<file path="src/rtl/atseq_pkg.sv">
package atseq_pkg;
  typedef enum logic [2:0] {
    ST_IDLE   = 3'd0,
    ST_SHIFT  = 3'd1,
    ST_GAP    = 3'd2,
    ST_LAUNCH = 3'd3,
    ST_CAPT   = 3'd4,
    ST_DONE   = 3'd5
  } seq_state_t;

  typedef enum logic {
    MODE_LOC = 1'b0,
    MODE_LOS = 1'b1
  } launch_mode_t;
endpackage

</file>
<file path="src/rtl/atseq_down_counter.sv">
module atseq_down_counter #(
  parameter int W = 10
) (
  input  logic         clk,
  input  logic         rst_n,
  input  logic         clr,
  input  logic         load,
  input  logic [W-1:0] load_val,
  input  logic         dec,
  output logic [W-1:0] count,
  output logic         last
);
  localparam logic [W-1:0] ONE = W'(1);

  always_ff @(posedge clk or negedge rst_n) begin
    if (!rst_n)        count <= '0;
    else if (clr)      count <= '0;
    else if (load)     count <= load_val;
    else if (dec && count != '0) count <= count - ONE;
  end

  assign last = (count == ONE);

  // the sequencer never asks for a decrement past zero
  p_no_underflow_r2: assert property (@(posedge clk) disable iff (!rst_n)
    (dec && !clr && !load) |-> (count != '0));
endmodule

</file>
<file path="src/rtl/atseq_se_pipe.sv">
module atseq_se_pipe #(
  parameter int STAGES = 2
) (
  input  logic clk,
  input  logic rst_n,
  input  logic flush,
  input  logic se_in,
  output logic se_out
);
  generate
    if (STAGES == 0) begin : g_bypass
      assign se_out = se_in;
    end else begin : g_stages
      logic [STAGES-1:0] stg;
      always_ff @(posedge clk or negedge rst_n) begin
        if (!rst_n)     stg <= '0;
        else if (flush) stg <= '0;
        else if (STAGES == 1) stg <= se_in;
        else            stg <= {stg[STAGES-2:0], se_in} & {STAGES{1'b1}};
      end
      assign se_out = stg[STAGES-1];

      // a flush leaves the staged output low on the next cycle
      p_flush_r10: assert property (@(posedge clk) disable iff (!rst_n)
        flush |=> !se_out);
    end
  endgenerate
endmodule

</file>
<file path="src/rtl/atseq_fsm.sv">
module atseq_fsm
  import atseq_pkg::*;
#(
  parameter int LEN_W      = 10,
  parameter int GAP_CYCLES = 1,
  parameter int GAP_W      = 1
) (
  input  logic             clk,
  input  logic             rst_n,
  input  logic             test_en,
  input  logic             start,
  input  logic             mode_los,
  input  logic [LEN_W-1:0] shift_len,
  input  logic             len_last,
  input  logic             gap_last,
  output logic             len_load,
  output logic             len_dec,
  output logic             gap_load,
  output logic             gap_dec,
  output logic             scan_en,
  output logic             shift_pulse,
  output logic             launch_pulse,
  output logic             capture_pulse,
  output logic             done
);
  seq_state_t   state_q, state_d;
  launch_mode_t mode_q;
  logic         accept;

  assign accept = test_en && start && (state_q == ST_IDLE) && (shift_len != '0);

  always_comb begin
    state_d  = state_q;
    len_load = 1'b0;
    len_dec  = 1'b0;
    gap_load = 1'b0;
    gap_dec  = 1'b0;
    if (!test_en) begin
      state_d = ST_IDLE;
    end else begin
      unique case (state_q)
        ST_IDLE: begin
          if (accept) begin
            state_d  = ST_SHIFT;
            len_load = 1'b1;
          end
        end
        ST_SHIFT: begin
          len_dec = 1'b1;
          if (len_last) begin
            if (mode_q == MODE_LOS) begin
              state_d = ST_LAUNCH;
            end else begin
              state_d  = ST_GAP;
              gap_load = 1'b1;
            end
          end
        end
        ST_GAP: begin
          gap_dec = 1'b1;
          if (gap_last) state_d = ST_LAUNCH;
        end
        ST_LAUNCH: state_d = ST_CAPT;
        ST_CAPT:   state_d = ST_DONE;
        ST_DONE:   state_d = ST_IDLE;
        default:   state_d = ST_IDLE;
      endcase
    end
  end

  always_ff @(posedge clk or negedge rst_n) begin
    if (!rst_n) begin
      state_q <= ST_IDLE;
      mode_q  <= MODE_LOC;
    end else begin
      state_q <= state_d;
      if (accept) mode_q <= launch_mode_t'(mode_los);
    end
  end

  assign scan_en       = test_en && ((state_q == ST_SHIFT) ||
                         (state_q == ST_LAUNCH && mode_q == MODE_LOS));
  assign shift_pulse   = test_en && (state_q == ST_SHIFT);
  assign launch_pulse  = test_en && (state_q == ST_LAUNCH);
  assign capture_pulse = test_en && (state_q == ST_CAPT);
  assign done          = test_en && (state_q == ST_DONE);

  // dropping test mode returns the sequencer to idle
  p_test_off_idle_r8: assert property (@(posedge clk) disable iff (!rst_n)
    !test_en |=> (state_q == ST_IDLE));

  // the launch method cannot change while a run is in progress
  p_mode_hold_r7: assert property (@(posedge clk) disable iff (!rst_n)
    (state_q != ST_IDLE) |=> $stable(mode_q));

  // in launch-on-capture a shift is never directly followed by a launch
  p_loc_gap_r4: assert property (@(posedge clk) disable iff (!rst_n || !test_en)
    (shift_pulse && mode_q == MODE_LOC) |=> !launch_pulse);

  // done is followed by idle
  p_done_then_idle_r6: assert property (@(posedge clk) disable iff (!rst_n)
    done |=> (state_q == ST_IDLE));
endmodule

</file>
<file path="src/rtl/at_speed_seq.sv">
module at_speed_seq #(
  parameter int LEN_W      = 10,
  parameter int GAP_CYCLES = 1,
  parameter int SE_STAGES  = 2
) (
  input  logic             clk,
  input  logic             rst_n,
  input  logic             test_en,
  input  logic             start,
  input  logic             mode_los,
  input  logic [LEN_W-1:0] shift_len,
  output logic             scan_en,
  output logic             scan_en_staged,
  output logic             shift_pulse,
  output logic             launch_pulse,
  output logic             capture_pulse,
  output logic             done
);
  localparam int GAP_N = (GAP_CYCLES < 1) ? 1 : GAP_CYCLES;
  localparam int GAP_W = $clog2(GAP_N + 1);

  logic             len_load, len_dec, len_last;
  logic             gap_load, gap_dec, gap_last;
  logic [LEN_W-1:0] len_count;
  logic [GAP_W-1:0] gap_count;

  atseq_fsm #(
    .LEN_W(LEN_W), .GAP_CYCLES(GAP_N), .GAP_W(GAP_W)
  ) u_fsm (
    .clk(clk), .rst_n(rst_n), .test_en(test_en), .start(start),
    .mode_los(mode_los), .shift_len(shift_len),
    .len_last(len_last), .gap_last(gap_last),
    .len_load(len_load), .len_dec(len_dec),
    .gap_load(gap_load), .gap_dec(gap_dec),
    .scan_en(scan_en), .shift_pulse(shift_pulse),
    .launch_pulse(launch_pulse), .capture_pulse(capture_pulse), .done(done)
  );

  atseq_down_counter #(.W(LEN_W)) u_len_cnt (
    .clk(clk), .rst_n(rst_n), .clr(!test_en), .load(len_load),
    .load_val(shift_len), .dec(len_dec), .count(len_count), .last(len_last)
  );

  atseq_down_counter #(.W(GAP_W)) u_gap_cnt (
    .clk(clk), .rst_n(rst_n), .clr(!test_en), .load(gap_load),
    .load_val(GAP_W'(GAP_N)), .dec(gap_dec), .count(gap_count), .last(gap_last)
  );

  atseq_se_pipe #(.STAGES(SE_STAGES)) u_se_pipe (
    .clk(clk), .rst_n(rst_n), .flush(!test_en),
    .se_in(scan_en), .se_out(scan_en_staged)
  );

  // pulse types and done are mutually exclusive
  p_pulse_excl_r5: assert property (@(posedge clk) disable iff (!rst_n)
    $onehot0({shift_pulse, launch_pulse, capture_pulse, done}));

  // capture follows launch by exactly one cycle
  p_capt_after_launch_r5: assert property (@(posedge clk) disable iff (!rst_n || !test_en)
    launch_pulse |=> capture_pulse);

  // scan enable drops at speed between a shift-launch and its capture
  p_los_drop_r3: assert property (@(posedge clk) disable iff (!rst_n || !test_en)
    (launch_pulse && scan_en) |=> (capture_pulse && !scan_en));

  // a shift is only requested while the length counter holds work
  p_shift_has_len_r2: assert property (@(posedge clk) disable iff (!rst_n)
    shift_pulse |-> (len_count != '0));

  // the gap counter never exceeds its programmed length
  p_gap_range_r4: assert property (@(posedge clk) disable iff (!rst_n)
    gap_count <= GAP_W'(GAP_N));
endmodule

</file>
<file path="config.mk">
export PLATFORM = sky130hd
export DESIGN_NAME = at_speed_seq
export DESIGN_NICKNAME = d
export VERILOG_FILES = /design/src/rtl/atseq_pkg.sv /design/src/rtl/atseq_down_counter.sv /design/src/rtl/atseq_se_pipe.sv /design/src/rtl/atseq_fsm.sv /design/src/rtl/at_speed_seq.sv
export SDC_FILE = /design/constraint.sdc
export NUM_CORES = 1
export LEC_CHECK = 0
export ABC_CLOCK_PERIOD_IN_PS = 1900
export BUFFER_PORTS_ARGS = -buffer_cell sky130_fd_sc_hd__buf_2
export CAP_MARGIN = 20
export CORE_ASPECT_RATIO = 1.25
export CORE_MARGIN = 5
export CORE_UTILIZATION = 48
export CTS_CLUSTER_DIAMETER = 100
export DETAILED_ROUTE_END_ITERATION = 16
export PLACE_DENSITY = 0.86
export SLEW_MARGIN = 20
export SYNTH_ARGS = -nofsm -noshare
export SYNTH_HDL_FRONTEND = slang
export SYNTH_SLANG_ARGS = --single-unit
</file>
<file path="constraint.sdc">
create_clock -name clk -period 1.9 [get_ports clk]
set_clock_uncertainty 0.2 [all_clocks]
set_input_delay 0.285 -clock clk [delete_from_list [all_inputs] [get_ports clk]]
set_output_delay 0.285 -clock clk [all_outputs]
set_load 0.1 [all_outputs]
</file>
==> flow_metrics.env, run 1 <==
export IMPL_hold_violations=0
export IMPL_gp_congestion=0.854
export IMPL_htree_levels=1
export IMPL_fin_crit_sh_pct=103
export IMPL_drt_iter0_markers=33
export IMPL_tritoncts="built"
export IMPL_grt_total_usage_pct=21.0
export IMPL_ys_seq_area_share_pct=39.3
export IMPL_synth_xor_area_share_pct=2.42
export IMPL_maxCapViolCount=0
export IMPL_ios=21
export IMPL_setup_worst_path_start="u_fsm.state_q[1]"
export IMPL_vias_per_cell=5.70
export IMPL_r2r_start="u_fsm.state_q[1]"
export IMPL_synth_area_mux_share_pct=0
export IMPL_fp_coreArea_um2=2190
export IMPL_violations="setup timing"
export IMPL_drc=0
export IMPL_detail_route_antenna_nets=0
export IMPL_r2r_cells=6
export IMPL_synthArstFlopShare_pct=100
export IMPL_ys_flop_type="dfrtp_1"
export IMPL_multi_input_area_um2=714
export IMPL_worstPathMaxFanout=6
export IMPL_synthAdderAreaFrac_pct=2.31
export IMPL_nNetsFinal=182
export IMPL_worstMarginPinSlew_ns=0.484
export IMPL_synth_seq_cells=17
export IMPL_setup_viol=3
export IMPL_yosysUniqueCellTypes=45
export IMPL_outcome="finished with violations"
export IMPL_drive_above_1_share_pct=43.9
export IMPL_path_class="reg2out"
export IMPL_worstReg2RegEnd="u_len_cnt.count[3]"
export IMPL_hold_path_class="in2reg"
export IMPL_dieArea_um2=3310
export IMPL_gr_total_overflow=0
export IMPL_grt_pass1_vias=1169
export IMPL_diodes=0
export IMPL_drt_pass1_iter_count=4
export IMPL_cp_end_kind="output port"
export IMPL_synth_edff_count=0
export IMPL_initial_core_util_pct=49.5
export IMPL_fp_dieH_um=63.1
export IMPL_placed_cell_area_um2=1430
export IMPL_slew_violations=0
export IMPL_die_w_um=52.5
export IMPL_synth_simple_gate_area_share_pct=28.8
export IMPL_min_from="shift_len[6]"
export IMPL_final_cell_mix="buf_4 (25), buf_2 (15), dfrtp_1 (15)"
export IMPL_antenna_found_initial=0
export IMPL_final_common_cell="buf_4"
export IMPL_critPathRequiredTime_ns=1.41
export IMPL_crit_end="shift_pulse"
export IMPL_synth_top_family_by_area="simple AND/OR/NAND/NOR gates"
export IMPL_wl_um=3310
export IMPL_synth_area_um2=1080
export IMPL_seqCellArea_um2=428
export IMPL_syn_num_nets=133
export IMPL_vdd_drop_max_v=0.000955
export IMPL_io_buffers=20
export IMPL_clkTransAtPathRegs_ns=0.11
export IMPL_grt_pass1_wl_um=5260
export IMPL_fmax_mhz=509
export IMPL_crit_path_start_kind="flop"
export IMPL_p_leak_nw=0.708
export IMPL_rsz0062_at_grt="true"
export IMPL_synth_compound_gate_area_share_pct=24.2
export IMPL_yosysWarningCount=0
export IMPL_cp_arrival_ns=1.48
export IMPL_wl_per_cell_um=17.0
export IMPL_cts_sinks=17
export IMPL_final_area_um2=1610
export IMPL_clk_root_buffer_cell="clkbuf_4"
export IMPL_syn_avg_cell_area_um2=9.34
export IMPL_maxSlewHeadroom_pct=67.9
export IMPL_powerDensity_nw_per_um2=1590
export IMPL_clk_latency_ns=0.31
export IMPL_r2r_slack_ns=0.02
export IMPL_hpwlAfterDp_um=2310
export IMPL_num_vias=1112
export IMPL_worstHoldPathCells=3
export IMPL_post_route_min_period_ns=1.96
export IMPL_placementRows=19
export IMPL_cts_buffers_inserted=3
export IMPL_layout_setup_ws_ns=-0.0646
export IMPL_tns_ns=-0.163
export IMPL_grt_max_degree=18
export IMPL_postSynthCellCount=116
export IMPL_final_fill_count=162
export IMPL_clk_path_buf_depth=2
export IMPL_areaGrowthSynthToFinish_pct=48.7
-- worst max-delay path, cell delays in order, from the launching register on --
cell and delay (ns):
dfrtp_1 0.41, buf_6 0.14, or2b_1 0.26, nor2_2 0.15, buf_12 0.19
-- where the power goes --
part,leakage (nW),internal [mW],total (mW),switching [mW]
logic,0.466,0.801,1.74,0.936
registers,0.224,0.485,0.618,0.134
clock network,0.0177,0.0788,0.201,0.123
total,0.708,1.36,2.56,1.19
-- layout make-up --
cell class / count / share of cell area, %
clock inverters: 1 / 0.311
repair buffers: 47 / 23.8
multi-input cells: 91 / 44.3
flip-flops and latches: 17 / 26.6
clock buffers: 3 / 1.40
inverters: 5 / 1.16
well taps: 31 / 2.41
-- metrics by stage --
stage | utilization [%] | instances | power (mW) | worst slack [ns] | hold WS (ns)
floorplan | - | 116 | 1.59 | -0.179 | -0.211
global placement | 65.6 | 178 | 2.05 | 0.0526 | 0.0238
detailed placement | 65.6 | 178 | 2.11 | 0.0503 | 0.0296
CTS | 71.0 | 192 | 2.41 | -0.0545 | 0.0376
global route | 73.7 | 195 | 2.73 | -0.127 | 0.0709
finish | 73.7 | 195 | 2.56 | -0.0646 | 0.0499
-- how the worst min path moves through the flow --
| stage | end | slack [ns] |
|---|---|---|
| after floorplan | u_fsm.mode_q | -0.21 |
| after global placement | u_se_pipe.g_stages.stg[1] | 0.02 |
| after detailed placement | u_se_pipe.g_stages.stg[1] | 0.03 |
| after CTS | u_len_cnt.count[6] | 0.04 |
| after global routing | u_fsm.mode_q | 0.07 |
| final | u_len_cnt.count[6] | 0.05 |
-- synth_stat cells, drive strengths merged (2+ instances only) --
| cell | number | share of area (%) |
|---|---|---|
| dfrtp | 17 | 39 |
| nand2 | 10 | 3.5 |
| nor2 | 8 | 2.8 |
| a21oi | 7 | 3.2 |
| nand3 | 7 | 3.7 |
| nor3 | 6 | 3.2 |
| o21ai | 6 | 2.8 |
| inv | 5 | 1.7 |
| a21boi | 4 | 2.8 |
| nand2b | 4 | 2.3 |
| and2 | 3 | 1.7 |
| a2bb2oi | 2 | 1.6 |
| a31oi | 2 | 1.7 |
| a32oi | 2 | 1.6 |
| and4b | 2 | 1.8 |
| buf | 2 | 0.92 |
| ha | 2 | 2.3 |
| nor2b | 2 | 1.2 |
| nor4 | 2 | 2.5 |
| o22ai | 2 | 1.2 |
| xnor2 | 2 | 1.6 |
-- timing repair --
item / CTS / global route
setup endpoints to repair: 3 / 18
pin swaps: 2 / 7
cloned: 0 / 0
setup buffers: 9 / 3
resized for setup: 3 / 11
endpoints found under the hold margin: 17 / 0
hold buffers: 1 / 0
-- logic make-up after synthesis --
group | count (synthesis)
xor+xnor | 3
buf+inv | 8
flops | 17
compound gates | 34
fa+ha+maj | 2
simple gates | 52
-- layer usage --
metal	track usage, %	wire [um]	vias to the layer above
met2	38.2	1810	50
met3	2.36	153	8
met5	0	0	-
li1	-	-	528
met4	8.95	92	0
met1	23.6	1250	526
-- sequential cells by signal, summed over array words and instances (netlist names) --
register and flops:
u_len_cnt.count 10, u_fsm.state_q 3, u_se_pipe.g_stages.stg 2, u_fsm.mode_q 1, u_gap_cnt.count 1
No activity file was read; power rests on OpenSTA's default activity.
==> run 2, diff against run 1 <==
Settings changed: GPL_TIMING_DRIVEN set to 0, SETUP_SLACK_MARGIN set to 0.2, SLEW_MARGIN 20 to not set.
==> run 2 against run 1 <==
Against the previous run:
- maximum frequency up 3.4%
- largest power group unchanged
- cell count up 6.2%
- clock-buffer cell count up 1
- register-to-register slack about the same
- the run now ends clean
- worst hold slack better by 0.016 ns
- highest routed layer unchanged
- critical path depth unchanged
==> flow_metrics.env, run 2 (synthesis results as in run 1) <==
export IMPL_clk_latency_ns=0.30
export IMPL_wl_um=3990
export IMPL_regMostFlops="u_len_cnt.count"
export IMPL_post_route_util_pct=87.1
export IMPL_fin_crit_sh_pct=100
export IMPL_crit_slowest_cell="dfrtp_1"
export IMPL_p_switching_mw=1.46
export IMPL_combPwrFrac_pct=72.4
export IMPL_setup_worst_path_start="u_fsm.state_q[1]"
export IMPL_nNetsFinal=194
export IMPL_critPathMaxStageDelay_ns=0.40
export IMPL_r2r_slack_ns=0.01
export IMPL_worstHoldPathCells=3
export IMPL_largest_register_ffs=10
export IMPL_drive_above_1_share_pct=58.5
export IMPL_largestRegisters="u_len_cnt.count (10), u_fsm.state_q (3), u_se_pipe.g_stages.stg (2)"
export IMPL_cts_buffers_inserted=3
export IMPL_timing_hold_ws_ns=0.0659
export IMPL_cts_sinks=17
export IMPL_grt_pass1_wl_um=5980
export IMPL_r2r_cells=6
export IMPL_grt_max_degree=18
export IMPL_maxSlewHeadroom_pct=67.8
export IMPL_clk_root_buffer_cell="clkbuf_4"
export IMPL_hpwlAfterDp_um=2040
export IMPL_critPathRequiredTime_ns=1.41
export IMPL_outcome="finished, final reports clean"
export IMPL_fp_dieH_um=63.1
export IMPL_setup_viol=0
export IMPL_pwr_share_clk_pct=6.3
export IMPL_hold_path_class="in2reg"
export IMPL_vdd_drop_max_v=0.00124
export IMPL_drt_pass1_iter_count=4
export IMPL_fmax_mhz=526
export IMPL_dieArea_um2=3310
export IMPL_final_cell_mix="buf_4 (24), buf_2 (16), dfrtp_1 (15)"
export IMPL_num_vias=1220
export IMPL_die_w_um=52.5
export IMPL_pwr_share_seq_pct=21.3
export IMPL_hold_violations=0
export IMPL_diodes=0
export IMPL_powerDensity_nw_per_um2=1660
export IMPL_gp_congestion=0.876
export IMPL_areaGrowthSynthToFinish_pct=75.8
export IMPL_slew_violations=0
export IMPL_crit_path_start_kind="flop"
export IMPL_path_cells="buf_6 -> or2b_4 -> nor2_4 -> buf_12"
export IMPL_maxCapViolCount=0
export IMPL_drt_iter0_markers=73
export IMPL_cp_arrival_ns=1.41
export IMPL_placementRows=19
export IMPL_fp_coreArea_um2=2190
export IMPL_final_common_cell="buf_4"
export IMPL_p_leak_nw=0.812
export IMPL_initial_core_util_pct=49.5
export IMPL_ios=21
export IMPL_min_to="u_len_cnt.count[6]"
export IMPL_placed_cell_area_um2=1300
export IMPL_post_route_min_period_ns=1.90
export IMPL_worstPathMaxFanout=5
export IMPL_vias_per_cell=5.89
export IMPL_cp_end_kind="output port"
export IMPL_clkTransAtPathRegs_ns=0.09
export IMPL_worstReg2RegEnd="u_len_cnt.count[3]"
export IMPL_gr_total_overflow=0
export IMPL_drc=0
export IMPL_rsz0062_at_grt="true"
export IMPL_grt_total_usage_pct=24.2
export IMPL_io_buffers=20
export IMPL_grt_pass1_vias=1259
export IMPL_clk_path_buf_depth=2
export IMPL_htree_levels=1
export IMPL_detail_route_antenna_nets=0
export IMPL_r2r_start="u_fsm.state_q[2]"
export IMPL_worstMarginPinSlew_ns=0.486
export IMPL_final_area_um2=1900
export IMPL_path_class="reg2out"
export IMPL_antenna_found_initial=0
export IMPL_p_int_mw=1.70
export IMPL_tns_ns=0
export IMPL_wl_per_cell_um=19.3
export IMPL_final_fill_count=100
export IMPL_p_sw_share_pct=46.2
export IMPL_min_from="shift_len[6]"
export IMPL_tritoncts="built"
## run 2: what timing repair did
item / 4_1_cts / 5_1_grt
hold endpoints to repair: 18 / 0
pin swaps: 19 / 15
buffers inserted: 24 / 9
hold buffers: 2 / 0
gates cloned: 1 / 0
resized for setup: 49 / 20
endpoints found under the setup margin: 19 / 18
## run 2: cell type report
type | count | area, um^2 | area share [%]
buffer | 3 | 26.3 | 1.38
clock buffer | 4 | 26.3 | 1.38
inverter | 5 | 18.8 | 0.986
multi-input combinational | 91 | 876 | 46.0
sequential | 17 | 428 | 22.5
tap | 31 | 38.8 | 2.04
timing repair buffer | 56 | 490 | 25.8
## run 2: power groups by stage
stage,registers (mW),logic [mW],clock network [mW]
3_3_place_gp,0.645,1.21,0
6_report,0.672,2.29,0.199
2_1_floorplan,0.645,1.01,0
4_1_cts,0.663,1.80,0.205
3_5_place_dp,0.658,1.24,0
5_1_grt,0.685,2.43,0.222
## run 2: worst max-delay path by stage
stage / depth (start not counted) / to
floorplan: 2 / scan_en
finish: 4 / done
detailed placement: 5 / u_len_cnt.count[7]
global route: 4 / shift_pulse
CTS: 3 / scan_en
global placement: 7 / u_len_cnt.count[6]
## run 2: metal layers
layer	vias up	track usage (%)	wire [um]
li1	555	-	-
met1	594	26.7	1470
met2	51	45.0	2160
met3	20	2.36	177
met4	0	9.58	184
met5	-	0	0
## run 2: per-stage QoR
stage | std cells | worst slack [ns] | power, mW
after floorplan | 116 | -0.0316 | 1.66
after global placement | 167 | -0.171 | 1.85
after detailed placement | 167 | -0.110 | 1.90
after CTS | 198 | -0.0163 | 2.67
after global routing | 207 | -0.0580 | 3.34
final | 207 | 0.000490 | 3.16
## run 2: critical path, delay by kind of cell (launching register included)
| family | cells | cell delay [ns] |
|---|---|---|
| buffers and inverters | 2 | 0.32 |
| flip-flops | 1 | 0.40 |
| AND/OR/NAND/NOR | 2 | 0.39 |
